--- src/rtl/evt_route_pkg.sv ---
package evt_route_pkg;

  typedef enum logic [2:0] {
    RK_MASK  = 3'd0,
    RK_CLR   = 3'd1,
    RK_ROUTE = 3'd2,
    RK_WIRE  = 3'd3,
    RK_NONE  = 3'd4
  } reg_kind_e;

  typedef struct packed {
    reg_kind_e  kind;
    logic [7:0] idx;
  } reg_sel_t;

  // Address layout: masks, then clears (one per group), then routes (one per
  // level), then combiner wiring (one per group); everything above is unused.
  function automatic reg_sel_t decode_addr(input logic [7:0] a,
                                           input int unsigned nc,
                                           input int unsigned nl);
    reg_sel_t s;
    int unsigned ai;
    ai     = 32'(a);
    s.kind = RK_NONE;
    s.idx  = '0;
    if (ai < nc) begin
      s.kind = RK_MASK;
      s.idx  = 8'(ai);
    end else if (ai < 2 * nc) begin
      s.kind = RK_CLR;
      s.idx  = 8'(ai - nc);
    end else if (ai < 2 * nc + nl) begin
      s.kind = RK_ROUTE;
      s.idx  = 8'(ai - 2 * nc);
    end else if (ai < 3 * nc + nl) begin
      s.kind = RK_WIRE;
      s.idx  = 8'(ai - 2 * nc - nl);
    end
    return s;
  endfunction

endpackage

--- src/rtl/evt_flag_bank.sv ---
module evt_flag_bank
  import evt_route_pkg::*;
#(
  parameter int unsigned N_COMB = 4,
  parameter int unsigned GRP    = 32,
  parameter int unsigned DW     = 32
) (
  input  logic                    clk,
  input  logic                    rst_n,
  input  logic [N_COMB*GRP-1:0]   evt_i,
  input  reg_sel_t                sel,
  input  logic                    wr_en,
  input  logic [DW-1:0]           wdata,
  output logic [N_COMB*GRP-1:0]   flag_q,
  output logic [N_COMB*GRP-1:0]   live_o,
  output logic [N_COMB*GRP-1:0]   clr_vec
);

  localparam int unsigned N_EVT = N_COMB * GRP;
  // Slots 0..N_COMB-1 carry combiner numbers and never latch an input.
  localparam logic [N_EVT-1:0] SRC_OK = {{(N_EVT-N_COMB){1'b1}}, {N_COMB{1'b0}}};

  logic [N_COMB-1:0][GRP-1:0] mask_q;

  for (genvar k = 0; k < N_COMB; k++) begin : g_grp
    logic hit_mask, hit_clr;
    assign hit_mask = wr_en && (sel.kind == RK_MASK) && (sel.idx == 8'(k));
    assign hit_clr  = wr_en && (sel.kind == RK_CLR)  && (sel.idx == 8'(k));

    assign clr_vec[k*GRP +: GRP] = hit_clr ? wdata[GRP-1:0] : '0;

    always_ff @(posedge clk or negedge rst_n) begin
      if (!rst_n)        mask_q[k] <= '0;
      else if (hit_mask) mask_q[k] <= wdata[GRP-1:0];
    end

    assign live_o[k*GRP +: GRP] = flag_q[k*GRP +: GRP] & ~mask_q[k];
  end

  // A new event at the same edge outranks a clear.
  always_ff @(posedge clk or negedge rst_n) begin
    if (!rst_n) flag_q <= '0;
    else        flag_q <= ((flag_q & ~clr_vec) | evt_i) & SRC_OK;
  end

endmodule

--- src/rtl/evt_combiner.sv ---
module evt_combiner #(
  parameter int unsigned GRP = 32
) (
  input  logic [GRP-1:0] live_i,
  output logic           hit_o
);

  assign hit_o = |live_i;

endmodule

--- src/rtl/evt_level_mux.sv ---
module evt_level_mux
  import evt_route_pkg::*;
#(
  parameter int unsigned N_COMB = 4,
  parameter int unsigned GRP    = 32,
  parameter int unsigned N_LVL  = 12,
  localparam int unsigned N_EVT = N_COMB * GRP,
  localparam int unsigned EW    = $clog2(N_EVT),
  localparam int unsigned LW    = $clog2(N_LVL)
) (
  input  logic              clk,
  input  logic              rst_n,
  input  logic [N_EVT-1:0]  flag_i,
  input  logic [N_COMB-1:0] comb_i,
  input  reg_sel_t          sel,
  input  logic              wr_en,
  input  logic [EW-1:0]     route_d,
  input  logic [LW:0]       wire_d,
  output logic [N_LVL-1:0]  lvl_o
);

  logic [N_LVL-1:0][EW-1:0]  route_q;
  logic [N_COMB-1:0][LW-1:0] wlvl_q;
  logic [N_COMB-1:0]         wen_q;
  logic [N_LVL-1:0]          comb_lvl;
  logic [N_LVL-1:0]          direct;

  for (genvar j = 0; j < N_LVL; j++) begin : g_route
    always_ff @(posedge clk or negedge rst_n) begin
      if (!rst_n)
        route_q[j] <= '0;
      else if (wr_en && (sel.kind == RK_ROUTE) && (sel.idx == 8'(j)))
        route_q[j] <= route_d;
    end
    // Values below N_COMB name combiner slots and are treated as unmapped.
    assign direct[j] = (route_q[j] >= EW'(N_COMB)) ? flag_i[route_q[j]] : 1'b0;
  end

  for (genvar k = 0; k < N_COMB; k++) begin : g_wire
    always_ff @(posedge clk or negedge rst_n) begin
      if (!rst_n) begin
        wlvl_q[k] <= LW'(N_LVL - N_COMB + k);
        wen_q[k]  <= 1'b1;
      end else if (wr_en && (sel.kind == RK_WIRE) && (sel.idx == 8'(k))) begin
        wlvl_q[k] <= wire_d[LW-1:0];
        wen_q[k]  <= wire_d[LW];
      end
    end
  end

  always_comb begin
    comb_lvl = '0;
    for (int j = 0; j < N_LVL; j++) begin
      for (int k = 0; k < N_COMB; k++) begin
        if (wen_q[k] && comb_i[k] && (wlvl_q[k] == LW'(j))) comb_lvl[j] = 1'b1;
      end
    end
  end

  always_ff @(posedge clk or negedge rst_n) begin
    if (!rst_n) lvl_o <= '0;
    else        lvl_o <= direct | comb_lvl;
  end

endmodule

--- src/rtl/evt_route_top.sv ---
module evt_route_top
  import evt_route_pkg::*;
#(
  parameter int unsigned N_COMB = 4,
  parameter int unsigned GRP    = 32,
  parameter int unsigned N_LVL  = 12,
  parameter int unsigned ADDR_W = 5,
  parameter int unsigned DW     = 32
) (
  input  logic                       clk,
  input  logic                       rst_n,
  input  logic [N_COMB*GRP-1:0]      evt_i,
  input  logic                       cfg_valid_i,
  input  logic [ADDR_W-1:0]          cfg_addr_i,
  input  logic [DW-1:0]              cfg_data_i,
  input  logic [$clog2(N_COMB)-1:0]  rd_grp_i,
  output logic [GRP-1:0]             rd_flag_o,
  output logic [GRP-1:0]             rd_live_o,
  output logic [N_LVL-1:0]           lvl_o
);

  localparam int unsigned N_EVT = N_COMB * GRP;
  localparam int unsigned EW    = $clog2(N_EVT);
  localparam int unsigned LW    = $clog2(N_LVL);

  reg_sel_t          sel;
  logic [N_EVT-1:0]  flag_q;
  logic [N_EVT-1:0]  live;
  logic [N_EVT-1:0]  clr_vec;
  logic [N_COMB-1:0] comb;

  assign sel = decode_addr(8'(cfg_addr_i), N_COMB, N_LVL);

  evt_flag_bank #(.N_COMB(N_COMB), .GRP(GRP), .DW(DW)) u_bank (
    .clk     (clk),
    .rst_n   (rst_n),
    .evt_i   (evt_i),
    .sel     (sel),
    .wr_en   (cfg_valid_i),
    .wdata   (cfg_data_i),
    .flag_q  (flag_q),
    .live_o  (live),
    .clr_vec (clr_vec)
  );

  for (genvar k = 0; k < N_COMB; k++) begin : g_comb
    evt_combiner #(.GRP(GRP)) u_comb (
      .live_i (live[k*GRP +: GRP]),
      .hit_o  (comb[k])
    );
  end

  evt_level_mux #(.N_COMB(N_COMB), .GRP(GRP), .N_LVL(N_LVL)) u_mux (
    .clk     (clk),
    .rst_n   (rst_n),
    .flag_i  (flag_q),
    .comb_i  (comb),
    .sel     (sel),
    .wr_en   (cfg_valid_i),
    .route_d (cfg_data_i[EW-1:0]),
    .wire_d  (cfg_data_i[LW:0]),
    .lvl_o   (lvl_o)
  );

  assign rd_flag_o = flag_q[32'(rd_grp_i) * GRP +: GRP];
  assign rd_live_o = live[32'(rd_grp_i) * GRP +: GRP];

endmodule

--- config.mk ---
export PLATFORM = sky130hd
export DESIGN_NAME = evt_route_top
export DESIGN_NICKNAME = d
export VERILOG_FILES = /design/src/rtl/evt_route_pkg.sv /design/src/rtl/evt_flag_bank.sv /design/src/rtl/evt_combiner.sv /design/src/rtl/evt_level_mux.sv /design/src/rtl/evt_route_top.sv
export SDC_FILE = /design/constraint.sdc
export NUM_CORES = 1
export LEC_CHECK = 0
export BUFFER_PORTS_ARGS = -buffer_cell sky130_fd_sc_hd__buf_2
export CAP_MARGIN = 20
export CELL_PAD_IN_SITES_DETAIL_PLACEMENT = 0
export CELL_PAD_IN_SITES_GLOBAL_PLACEMENT = 2
export CORE_MARGIN = 2
export CORE_UTILIZATION = 43
export CTS_BUF_LIST = sky130_fd_sc_hd__clkbuf_16
export DETAILED_ROUTE_END_ITERATION = 10
export PLACE_DENSITY_LB_ADDON = 0.1
export SLEW_MARGIN = 20
export SYNTH_ARGS = -nofsm -noshare
export SYNTH_HDL_FRONTEND = slang
export SYNTH_SLANG_ARGS = --single-unit
--- constraint.sdc ---
create_clock -name clk -period 4.1 [get_ports clk]
set_input_delay 0.82 -clock clk [delete_from_list [all_inputs] [get_ports clk]]
set_output_delay 0.82 -clock clk [all_outputs]
set_load 0.02 [all_outputs]
Yosys cells after proc, flatten, opt, wreduce, memory -nomap -nowiden

Index checks and enable logic that the tools add are counted.

Register bits: 368
Logic and storage cells: 311
Output and inout port bits: 76
Input port bits: 170

Add/sub/neg operators: 3
Reduce and logical (&&, ||, !) cells: 90
Multiplexer cells: 92
Equal/unequal tests: 58
Bitwise logic cells: 12
Shift-type cells: 2
Magnitude comparators: 28

Operators by type and width:

| cell                                                 | count |
|---|---|
| variable part select 128 x 8 -> 32 bit               | 2 |
| AND 128 bit                                          | 1 |
| AND 32 bit                                           | 4 |
| two-way mux 32 bit                                   | 4 |
| inverter 128 bit                                     | 1 |
| inverter 32 bit                                      | 4 |
| OR 128 bit                                           | 1 |
| OR reduction 32 bit                                  | 4 |
| < comparator 7 x 8 -> 1 bit (second input constant)  | 12 |
| binary-select mux 1 bit (select 7 bit)               | 12 |
| >= comparator 7 x 3 -> 1 bit (second input constant) | 12 |
| logical AND 1 bit                                    | 80 |
| two-way mux 1 bit                                    | 72 |
| equality test 4 x 3 -> 1 bit (second input constant) | 16 |
| equality test 4 bit (second input constant)          | 16 |
| two-way mux 11 bit                                   | 4 |
| equality test 4 x 2 -> 1 bit (second input constant) | 8 |
| equality test 8 x 3 -> 1 bit (second input constant) | 4 |
| equality test 8 x 4 -> 1 bit (second input constant) | 4 |
| equality test 4 x 1 -> 1 bit (second input constant) | 4 |
| equality test 8 x 2 -> 1 bit (second input constant) | 2 |
| zero test 4 bit                                      | 4 |
| OR 12 bit                                            | 1 |
| < comparator 5 bit (second input constant)           | 2 |
| other kinds (10)                                     | 11 |

Depth between registers and ports, before layout

Depth in word-level cells: 13
Depth in mapped cells: 12
Depth with buffers taken out: 10

Modules after synthesis

From an unflattened synthesis, not the netlist that was laid out.

Cell total of the unflattened synthesis: 2712
Area, all modules: 31580.3 um^2

By module, submodules not included:

| module        | cells each | sequential area each (um^2) | times used | area each (um^2) |
|---|---|---|---|---|
| evt_level_mux | 1413       | 2917.8                      | 1          | 17868.4 |
| evt_flag_bank | 1148       | 6206.0                      | 1          | 11593.6 |
| evt_route_top | 107        | 0.0                         | 1          | 1818.0 |
| evt_combiner  | 11         | 0.0                         | 4          | 75.1 |

Worst setup path before layout

OpenSTA, ideal clock, no wires.

Kind: input -> register
From: input port cfg_addr_i[2]
To: register u_bank.mask_q[12] (netlist bit)
Buffers on the path: 2
Arrival: 3.658 ns
Setup slack: 0.318 ns
Stages: 12
Required time: 3.975 ns
Setup time: 0.125 ns
Cell sequence: clkbuf_1 -> nor2b_1 -> inv_1 -> fa_1 -> a31oi_1 -> nor3_1 -> o311ai_1 -> nand2b_1 -> or3_1 -> nor2_2 -> buf_2 -> mux2_2

Word-level cells in the longest chain between the ends: 8
Elaborated cells on any way between the ends: 15
Those cells by class: add/sub: 3; order compare: 4; mux: 4; reduce/logical: 4

RTL lines:

| item                                                            | RTL line                                                      | text |
|---|---|---|
| from (decl)                                                     | evt_route_top.sv:14                                           | `input logic [ADDR_W-1:0] cfg_addr_i,` |
| subtractor 5 x 4 -> 6 bit or < comparator 5 bit (tied branches) | evt_route_pkg.sv:34, evt_route_pkg.sv:37, evt_route_pkg.sv:35 |  |
| subtractor 6 x 5 -> 7 bit or two-way mux 11 bit (tied branches) | evt_route_pkg.sv:37, evt_route_pkg.sv:35                      |  |
| two-way mux 11 bit, on equally long branches                    | evt_route_pkg.sv:35, evt_route_pkg.sv:32                      |  |
| two-way mux 11 bit, on equally long branches                    | evt_route_pkg.sv:32, evt_route_pkg.sv:29                      |  |
| two-way mux 11 bit, on equally long branches                    | evt_route_pkg.sv:29, evt_route_pkg.sv:26                      |  |
| two-way mux 11 bit *                                            | evt_route_pkg.sv:26                                           | `if (ai < nc) begin` |
| zero test 8 bit or logical AND 1 bit (tied branches)            | evt_flag_bank.sv:27                                           | `assign hit_mask = wr_en && (sel.kind == RK_MASK) && (sel.idx == 8'(k));` |
| logical AND 1 bit *                                             | evt_flag_bank.sv:27                                           |  |
| to (signal, indexed assignment)                                 | evt_flag_bank.sv:34                                           | `else if (hit_mask) mask_q[k] <= wdata[GRP-1:0];` |
| to (decl)                                                       | evt_flag_bank.sv:23                                           | `logic [N_COMB-1:0][GRP-1:0] mask_q;` |

Every way passes the cells marked *; elsewhere a longest branch is shown, timed or not.
A chain may end at the register's enable or synchronous reset.

Worst setup path in the final report

From: register u_bank.flag_q[32]
To: output port rd_live_o[0]

Word-level cells in the longest chain between the ends: 2

RTL lines:

| item                                   | RTL line            | text |
|---|---|---|
| from (decl)                            | evt_flag_bank.sv:14 | `output logic [N_COMB*GRP-1:0] flag_q,` |
| from (signal assigned)                 | evt_flag_bank.sv:43 | `else flag_q <= ((flag_q & ~clr_vec) \| evt_i) & SRC_OK;` |
| AND 32 bit                             | evt_flag_bank.sv:37 | `assign live_o[k*GRP +: GRP] = flag_q[k*GRP +: GRP] & ~mask_q[k];` |
| variable part select 128 x 8 -> 32 bit | evt_route_top.sv:66 | `assign rd_live_o = live[32'(rd_grp_i) * GRP +: GRP];` |
| to (decl)                              | evt_route_top.sv:18 | `output logic [GRP-1:0] rd_live_o,` |

Every way passes these cells.

==> reports/qor.yml <==
die_w_um: 266
drtIter0Drc: 3692
grt_max_degree: 115
yosys-top-cells-count: "456 x mux4_2, 352 x dfrtp_1, 237 x mux2_2"
io_buffer_count: 241
die_h_um: 266
clock_sinks: 364
regArea_um2: 9136
fin_setup_tns_ns: 0
antenna_found_initial: 18
yosysWarnings: 0
cap_violations: 0
cts_hold_buf: 0
dpl.cell_count: 3354
cts_setup_buffers: 0
synth_edf_count: 0
slew_headroom_pct: 19.32
clock_insertion_delay_worst_skew_ns: 0.61
finalCritPeriodShare_pct: 85.65
dpl.hpwl_mm: 98.54
gr-total-overflow: 0
synth.most_common_cell: "mux4_2"
arrival_ns: 2.69
yosys.area.top_type: "mux4_2"
track_usage_pct: 40.71
wl_per_cell_um: 41.39
ys_seq_area_share_pct: 30.91
coreArea_um2: 68230
ys_ff_latch: 364
fin_cells: 3441
p_leak_nw: 11.25
multi_input_area_um2: 19090
power-per-cell-area_nw_per_um2: 337.1
synthDistinctLibCells: 68
ant_nets: 0
hold_viol_final: 0
tightest_slew_ns: 1.210
io_pins: 246
syn_area_um2: 29520
end_kind: "output pin"
cp.required_ns: 3.28
wirelength_mm: 142.4
cts_tree: "yes"
cts_made_buffers: 44
synthSimpleGateAreaFrac_pct: 10.25
critPathBufInv: 1
syn_inst: 2358
status: "finished, final reports clean"
ys_async_sr_fraction_pct: 100.0
crit_type: "reg -> out"
die-area_um2: 70760
synthAdderAreaFrac_pct: 0.2374
synthToLayoutAreaGrowth_pct: 14.51
vias: 25070
rows: 96
slew_violations: 0
yosysTopAreaCellShare_pct: 34.79
grt_pass1_vias: 25500
synth_xor_area_share_pct: 0
max_stage_delay_ns: 1.12
path_delay_family: "flip-flops"
n_fill_cell: 6059
max-vdd-ir-drop_v: 0.0003097
synth_nets: 2533
drive_gt1_share_pct: 48.14
slowest_stage: "dfrtp_1"
muxShareOfSynthArea_pct: 46.81
fin_util_pct: 49.54
cp_max_fo: 15
skew_ns: 0.05017
synth_top_family_by_area: "multiplexers"
synth_ff_type: "dfrtp_1"
synth-compound-area-share_pct: 7.143
nNetsFinal: 2693
synth_area_per_cell_um2: 12.52
fmax_mhz: 284.8
routabilityCongestion: 1.007
first_pass_iters: 8
htreeDepth: 2
synth_area_leaders: "mux4_2 35%, dfrtp_1 30%, mux2_2 9.0%"
post-route-drc-count: 0
cts-root-buf: "clkbuf_16"
crit_path_start_kind: "flip-flop"
setup_violations: 0
clockBufferDepth: 3
detail_route.vias_per_cell: 7.286
cts.clk_slew.worst_paths_ns: 0.06
initial_core_util_pct: 43.26
grt_pass1_wl_mm: 199.4
grt_setup_unrepaired: "no"
fin_crit_ns: 3.512
cts_resized: 0
worstPathCellList: "nor2b_1 -> nand2_1 -> mux2i_1 -> buf_2"
min_path_type: "in -> async"
[cells by family (layout without fill, tap and decap cells)]
logic type | count (synthesis) | count (layout)
muxes | 769 | 769
adders and majority gates | 5 | 5
and+or+nand+nor | 583 | 583
other | 0 | 6
DFF | 364 | 364
buffers and inverters | 340 | 535
AOI/OAI and AO/OA | 297 | 297
[cell usage in the layout, fill, tap and decap left out, types with 9 or more instances in the layout]
master	n
buf_2	238
a31oi_1	11
nor2_1	69
dfrtp_1	342
dfrtp_2	10
mux2i_1	63
buf_12	13
nand3b_1	22
o21ai_0	23
nor3_1	19
a21o_1	124
bufinv_16	9
dfstp_2	12
a21oi_1	43
nand2_1	186
a2111oi_0	10
a22oi_1	9
inv_1	29
a211oi_1	24
mux2_2	237
nand4_1	21
buf_4	183
nand3_1	27
mux4_2	456
clkbuf_16	45
nand2b_1	47
nor4_1	20
nor2b_1	121
[worst register-to-register path, cell delays in order (launching register included)]
cell and delay [ns]:
dfrtp_2 0.80, mux4_4 0.74, mux4_2 0.58, mux2i_1 0.19, nor2_1 0.06, a311oi_1 0.25, a21oi_1 0.12, or4_1 0.54
[metrics by stage]
step | power [mW] | worst slack [ns] | cell area, um^2 | hold WS [ns]
floorplan | 6.233 | 0.3177 | 29520 | 0.4484
global placement | 7.139 | 0.1828 | 32230 | 0.4598
detailed placement | 7.195 | 0.1825 | 32230 | 0.4660
CTS | 11.41 | 0.6606 | 33770 | 0.1764
global route | 11.86 | 0.5471 | 33780 | 0.1829
finish | 11.39 | 0.5882 | 33800 | 0.1625
[worst paths after layout]
kind	start	endpoint	slack [ns]	cells past startpoint
hold / removal	rst_n	u_mux.wlvl_q[10]	0.16	1
max in group asynchronous	rst_n	u_mux.route_q[42]	2.77	2
min in group clk	evt_i[64]	u_bank.flag_q[64]	0.39	2
setup reg to reg	u_mux.route_q[0]	u_mux.lvl_o[0]	0.69	7
hold reg to reg	u_bank.mask_q[70]	u_bank.mask_q[70]	0.48	1
setup / recovery	u_bank.flag_q[32]	rd_live_o[0]	0.59	4
[flip-flops by register name (all words and copies together), names as in the netlist]
| name | count |
|---|---|
| u_bank.flag_q | 124 |
| u_bank.mask_q | 124 |
| u_mux.lvl_o | 12 |
| u_mux.route_q | 84 |
| u_mux.wen_q | 4 |
| u_mux.wlvl_q | 16 |
[final cells by class]
cell class,count,area share [%]
Antenna cell,6,0.04442
Clock buffer,45,3.332
Clock inverter,36,1.225
Inverter,19,0.2110
Multi-Input combinational cell,1654,56.49
Sequential cell,364,27.03
Tap cell,882,3.265
Timing Repair Buffer,435,8.403
[power by group]
| group | total [mW] | switching (mW) | internal, mW | leakage, nW |
|---|---|---|---|---|
| logic | 2.56 | 1.33 | 1.23 | 6.20 |
| registers | 4.61 | 0.631 | 3.98 | 4.26 |
| clock network | 4.22 | 1.67 | 2.56 | 0.787 |
| total | 11.4 | 3.63 | 7.76 | 11.3 |
[metal layers]
metal	vias up	track usage, %	share of wire [%]
li1	9548	-	-
met1	12890	49.89	35
met2	2023	61.31	45
met3	596	14.68	13
met4	18	25.49	7.7
met5	-	0.4158	0.081
(Power assumes the default switching activity.)
